### src/rtl/fxmac_q15.sv
module fxmac_q15 #(
  parameter int OPW  = 16,
  parameter int ACCW = 40,
  parameter int SHW  = 5,
  parameter int OUTW = 32
) (
  input  logic            clk,
  input  logic            rst,
  input  logic            mode_we,
  input  logic            mode_frac,
  input  logic [1:0]      op,
  input  logic [OPW-1:0]  opa,
  input  logic [OPW-1:0]  opb,
  input  logic [SHW-1:0]  shamt,
  output logic [ACCW-1:0] acc_out,
  output logic [OPW-1:0]  q15_out,
  output logic            q15_range_err,
  output logic [OUTW-1:0] shr_out,
  output logic            ovf_signed,
  output logic            ovf_unsigned
);
  localparam int PW = 2 * OPW;
  localparam int GF = ACCW - PW + 1;
  localparam int GI = ACCW - PW + 2;

  localparam logic [1:0] OP_HOLD = 2'b00;
  localparam logic [1:0] OP_LOAD = 2'b01;
  localparam logic [1:0] OP_ADD  = 2'b10;
  localparam logic [1:0] OP_SUB  = 2'b11;

  logic signed [ACCW-1:0] acc;
  logic                   frac_on;
  logic signed [PW-1:0]   prod;
  logic signed [ACCW-1:0] pext, padj;
  logic [ACCW:0]          sum, dif;
  logic [GF-1:0]          gfrac;
  logic [GI-1:0]          gint;

  assign prod = $signed(opa) * $signed(opb);
  assign pext = {{(ACCW-PW){prod[PW-1]}}, prod};
  assign padj = frac_on ? (pext <<< 1) : pext;
  assign sum  = {1'b0, acc} + {1'b0, padj};
  assign dif  = {1'b0, acc} - {1'b0, padj};

  always_ff @(posedge clk) begin
    if (rst) begin
      acc          <= '0;
      frac_on      <= 1'b0;
      ovf_signed   <= 1'b0;
      ovf_unsigned <= 1'b0;
    end else begin
      if (mode_we) frac_on <= mode_frac;
      ovf_signed   <= 1'b0;
      ovf_unsigned <= 1'b0;
      case (op)
        OP_LOAD: acc <= padj;
        OP_ADD: begin
          acc          <= sum[ACCW-1:0];
          ovf_unsigned <= sum[ACCW];
          ovf_signed   <= (acc[ACCW-1] == padj[ACCW-1]) && (sum[ACCW-1] != acc[ACCW-1]);
        end
        OP_SUB: begin
          acc          <= dif[ACCW-1:0];
          ovf_unsigned <= dif[ACCW];
          ovf_signed   <= (acc[ACCW-1] != padj[ACCW-1]) && (dif[ACCW-1] != acc[ACCW-1]);
        end
        default: acc <= acc;
      endcase
    end
  end

  assign gfrac         = acc[ACCW-1:PW-1];
  assign gint          = acc[ACCW-1:PW-2];
  assign acc_out       = acc;
  assign q15_out       = frac_on ? acc[PW-1 -: OPW] : acc[PW-2 -: OPW];
  assign q15_range_err = frac_on ? !((&gfrac) || !(|gfrac)) : !((&gint) || !(|gint));
  assign shr_out       = OUTW'(acc >>> shamt);


  a_r2_hold: assert property (@(posedge clk) disable iff (rst)
    op == OP_HOLD |=> acc == $past(acc));

  a_r3_load: assert property (@(posedge clk) disable iff (rst)
    (op == OP_LOAD && !frac_on) |=> acc == $signed($past(opa)) * $signed($past(opb)));

  a_r4_frac_load: assert property (@(posedge clk) disable iff (rst)
    (op == OP_LOAD && frac_on) |=> (acc[0] == 1'b0 && (acc >>> 1) == $signed($past(opa)) * $signed($past(opb))));

  a_r5_add: assert property (@(posedge clk) disable iff (rst)
    op == OP_ADD |=> acc == $past(acc) + $past(padj));

  a_r7_quiet_flags: assert property (@(posedge clk) disable iff (rst)
    op[1] == 1'b0 |=> (!ovf_signed && !ovf_unsigned));

  a_r12_mode_keep: assert property (@(posedge clk) disable iff (rst)
    !mode_we |=> frac_on == $past(frac_on));
endmodule

### config.mk
export PLATFORM = sky130hd
export DESIGN_NAME = fxmac_q15
export DESIGN_NICKNAME = d
export VERILOG_FILES = /design/src/rtl/fxmac_q15.sv
export SDC_FILE = /design/constraint.sdc
export NUM_CORES = 1
export LEC_CHECK = 0
export ABC_AREA = 1
export BUFFER_PORTS_ARGS = -buffer_cell sky130_fd_sc_hd__buf_2
export CAP_MARGIN = 20
export CORE_ASPECT_RATIO = 1.2
export CORE_MARGIN = 4
export CORE_UTILIZATION = 55
export CTS_CLUSTER_DIAMETER = 30
export DETAILED_ROUTE_END_ITERATION = 8
export GPL_ROUTABILITY_DRIVEN = 0
export HOLD_SLACK_MARGIN = 0.05
export MAX_ROUTING_LAYER = met4
export PLACE_DENSITY = 0.73
export SLEW_MARGIN = 20
export SYNTH_ARGS = -nofsm -noshare
export SYNTH_HDL_FRONTEND = slang
export SYNTH_SLANG_ARGS = --single-unit
### constraint.sdc
create_clock -name clk -period 10 [get_ports clk]
set_input_delay 1.5 -clock clk [delete_from_list [all_inputs] [get_ports clk]]
set_output_delay 1.5 -clock clk [all_outputs]
set_load 0.1 [all_outputs]
# After elaboration in Yosys (flattened, before gate mapping)

Cells that the tools add are included.

Shift operators: 1
Multiply operators: 1
Reductions and logical operators: 13
Muxes and demuxes: 6
Add/subtract/negate cells: 2
Equality and inequality tests: 7

Operators by type and width:

| cell                 | number |
|---|---|
| $pmux W40 S3         | 1 |
| $add A40 B40 Y41     | 1 |
| $sub A40 B40 Y41     | 1 |
| $sshr A40 B5 Y32     | 1 |
| $mul A16 B16 Y32     | 1 |
| $mux W32             | 1 |
| $mux W16             | 1 |
| $reduce_and A10 Y1   | 1 |
| $reduce_or A10 Y1    | 1 |
| $reduce_and A9 Y1    | 1 |
| $reduce_or A9 Y1     | 1 |
| $eq A2 B2 Y1 const B | 2 |
| $logic_not A1 Y1     | 4 |
| $pmux W1 S2          | 2 |
| $ne A1 B1 Y1         | 3 |
| $reduce_bool A3 Y1   | 1 |
| $eq A2 B1 Y1 const B | 1 |
| $logic_and A1 B1 Y1  | 2 |
| $logic_or A1 B1 Y1   | 2 |
| $eq A1 B1 Y1         | 1 |
| $mux W1              | 1 |

Flip-flop bits (word level): 43
Logic and storage cells: 34
Output and inout bits: 91
Input bits: 43

# Longest topological paths before layout

Depth after elaboration: 6
Mapped depth: 45
Depth with buffers taken out: 42

# Worst setup path after synthesis

Ideal clock, no wire load.

Path kind: input-to-reg
Start point: input port opb[5]
End point: register acc[33] (netlist: acc_out[33])
Stages: 38
Required time: 9.880 ns
Path slack: 1.787 ns
Arrival: 8.093 ns
Path buffers: 3
Setup time: 0.120 ns
Cells stage by stage: clkbuf_1 > clkbuf_1 > nand2_1 > fa_1 > inv_1 > fa_1 > fa_1 > fa_1 > fa_1 > inv_1 > fa_1 > inv_1 > ha_1 > nand2_1 > nor2_1 > inv_1 > nor3_1 > nand2_1 > [... 2 more ...] > nand2_2 > nand3_1 > nand2_1 > inv_1 > ha_1 > buf_4 > nor2_1 > nand2_1 > nor3_1 > nand2_1 > nor2_1 > nand2_1 > nand3_1 > nand2_1 > nand3_1 > nand2_1 > nor2_1 > nor2_1

Cells in the longest elaborated chain, start to end: 4
Elaborated cells on any way between the ends: 5
Those cells by class: add/sub: 2; mul: 1; mux: 2

RTL lines:

| element                                                     | RTL line | RTL |
|---|---|---|
| start: declaration                                          | 13       | `input logic [OPW-1:0] opb,` |
| $mul A16 B16 Y32 (*)                                        | 39       | `assign prod = $signed(opa) * $signed(opb);` |
| $mux W32                                                    | 41       | `assign padj = frac_on ? (pext <<< 1) : pext;` |
| $sub A40 B40 Y41 / $add A40 B40 Y41 (equally long branches) | 43, 42   |  |
| $pmux W40 S3 (*)                                            | 55       | `case (op)` |
| end signal: assignment                                      | 56       | `OP_LOAD: acc <= padj;` |
| end signal: assignment                                      | 58       | `acc <= sum[ACCW-1:0];` |
| end signal: assignment                                      | 63       | `acc <= dif[ACCW-1:0];` |
| end: declaration                                            | 31       | `logic signed [ACCW-1:0] acc;` |

Mark *: on every way between the ends. The rest lies on a longest branch, timed or not.
A chain may end at the register's enable or synchronous reset.

# Final worst setup path

Start point: input port opb[1]
End point: register acc[37] (netlist: acc_out[37])

The elaborated chain is that of the path after synthesis.

==> results.cfg <==
[run_status]
status = finished clean

[clock_network]
numCtsBuffers = 5
clockRootBuffer = clkbuf_16
cts.path.max_buffers = 2
cts.htree.levels = 2
hold_buffers = 0
tritoncts = done
clk_latency_ns = 0.31
path_clk_slew_ns = 0.07
cts_resized = 0
cts.sinks = 43
post_cts_buffers = 0

[setup_path]
rr_worst_depth = 15
start_kind = primary input
crit_slowest_cell = fa_1
cp_top_family = adder cells
critPathBufInv = 7
cpPeakStageDelay_ns = 0.90
crit_path_max_fanout = 16
critical_path_arrival_ns = 9.57
crit_type = primary input to flop
cp_common_cell = nand2_1
crit_cells = 33
crit_required_ns = 10.21
cp-end-kind = flop

[sta]
rsz0062_at_grt = no
max_slew_margin_pct = 33.08
final.setup.tns_ns = 0
final.period_utilization_pct = 93.60
tightest_slew_ns = 0.9976
drv_slew = 0
max_freq_mhz = 106.8
fin_skew_ns = 0.01132
period_minus_slack_ns = 9.360
finalSetupViolations = 0
finalHoldViolCount = 0

[logic_synthesis]
synth_area_um2 = 22380
synth_seq_cells = 43
ys_warn_count = 0
ys_seq_area_share_pct = 3.847
synthFlopType = dfxtp_1
synth.net_count = 4270
synth_edf_count = 0
synthesis.instances = 3799
async_reset_ff_share_pct = 0
yosys.cell_types.count = 48
synth_area_per_cell_um2 = 5.891

[final_layout]
nets = 4269
final_common_cell = nand2_1
drive_gt1_share_pct = 6.317
n_fill_cell = 4186
mostFrequentLayoutCells = 1213 x nand2_1, 868 x inv_1, 264 x fa_1
area_growth_pct = 3.936
stdcell_count = 4333

[place]
post-dp-hpwl_um = 66160
port_buffers = 133
dp.cells = 4323

[route]
wl_um = 80730
drt_iter0_drc = 2228
via_per_inst = 5.505
ant_nets = 0
avgRoutedWirePerCell_um = 18.63
drc = 0
dr.pass1.iters = 8
num_vias = 23850

[global_routing]
grt_overflow = 0
grt_pass1_wl_um = 126700
gr-usage-all-layers_pct = 37.90
grt_max_degree = 68
grt_pass1_vias = 23590
grt_antenna_before_repair = 1

[floorplan]
start_util_pct = 55.89
fp.dieW_um = 192.1
die-area_um2 = 43990
die_y_um = 229.0
rows = 80
ios = 134
core-area_um2 = 40040

[worst_hold_path]
hold_path.class = flop to flop
hold_depth = 2

[job]
max_cap_violations = 0
## Yosys cell counts (13+ instances only)
cell type,number,area (um2)
nand2_1,1213,4553
inv_1,868,3258
fa_1,264,5285
nor2_1,255,957.2
nand3_1,233,1166
o21ai_0,214,1071
ha_1,164,2052
a21oi_1,128,640.6
clkbuf_1,100,375.4
nand4_1,45,281.5
dfxtp_1,43,860.8
buf_2,27,135.1
nand2_2,23,143.9
mux2i_1,21,210.2
o21bai_1,19,142.6
nor2_2,17,106.4
inv_2,16,60.06
nor3_1,15,75.07
a31oi_1,13,81.33
## state kept, by name (all words and copies together) (netlist names)
name / count
ovf_unsigned: 1
acc_out: 40
ovf_signed: 1
frac_on: 1
## routing by layer
layer,wire length [um],global-route usage (%)
met5,0,-
met4,7590,27.69
met3,7233,6.737
met2,37910,60.88
met1,28000,41.86
## path summary, 6_finish.rpt
path              slack (ns)     endpoint  startpoint
setup / recovery        0.64  acc_out[37]      opb[1]
hold / removal          0.67   acc_out[2]  acc_out[2]
setup reg to reg        5.97  acc_out[30]     frac_on
hold reg to reg         0.67   acc_out[2]  acc_out[2]
## worst register-to-register path, delay by kind of cell, from the launching register on
kind	cells	cell delay, ns
flip-flops	1	0.32
adder cells (fa/ha/maj)	1	0.42
buffers and inverters	3	0.84
AO/OA/AOI/OAI	3	0.77
AND/OR/NAND/NOR	8	1.57
## kinds of logic after synthesis
logic type	share of synthesized area, %
and+or+nand+nor	33.81
buffers and inverters	17.96
adders and majority gates	32.79
AOI/OAI and AO/OA	10.07
DFF	3.847
muxes	0.9393
xor gates and xnor gates	0.5870
## per-stage QoR
stage	hold slack (ns)	instance area, um2	worst slack, ns	util [%]
5_1_grt	0.7167	23260	0.1532	58.09
3_3_place_gp	0.6605	23100	0.6800	57.71
2_1_floorplan	0.8195	22380	1.787	-
3_5_place_dp	0.6732	23100	0.6683	57.71
6_report	0.6736	23260	0.6404	58.09
4_1_cts	0.6806	23240	0.9543	58.05
## area by class of cell
type	count	area (um2)	share of cell area [%]
Multi-Input combinational cell	2717	17500	75.23
Sequential cell	43	862.1	3.706
Timing Repair Buffer	146	770.7	3.314
Clock inverter	1	5.005	0.02152
Clock buffer	7	132.6	0.5702
Tap cell	533	666.9	2.867
Antenna cell	1	2.502	0.01076
Inverter	885	3322	14.28
Power is not shown: default switching activity piles up to over one toggle a cycle in this logic, so the estimate is an artifact.
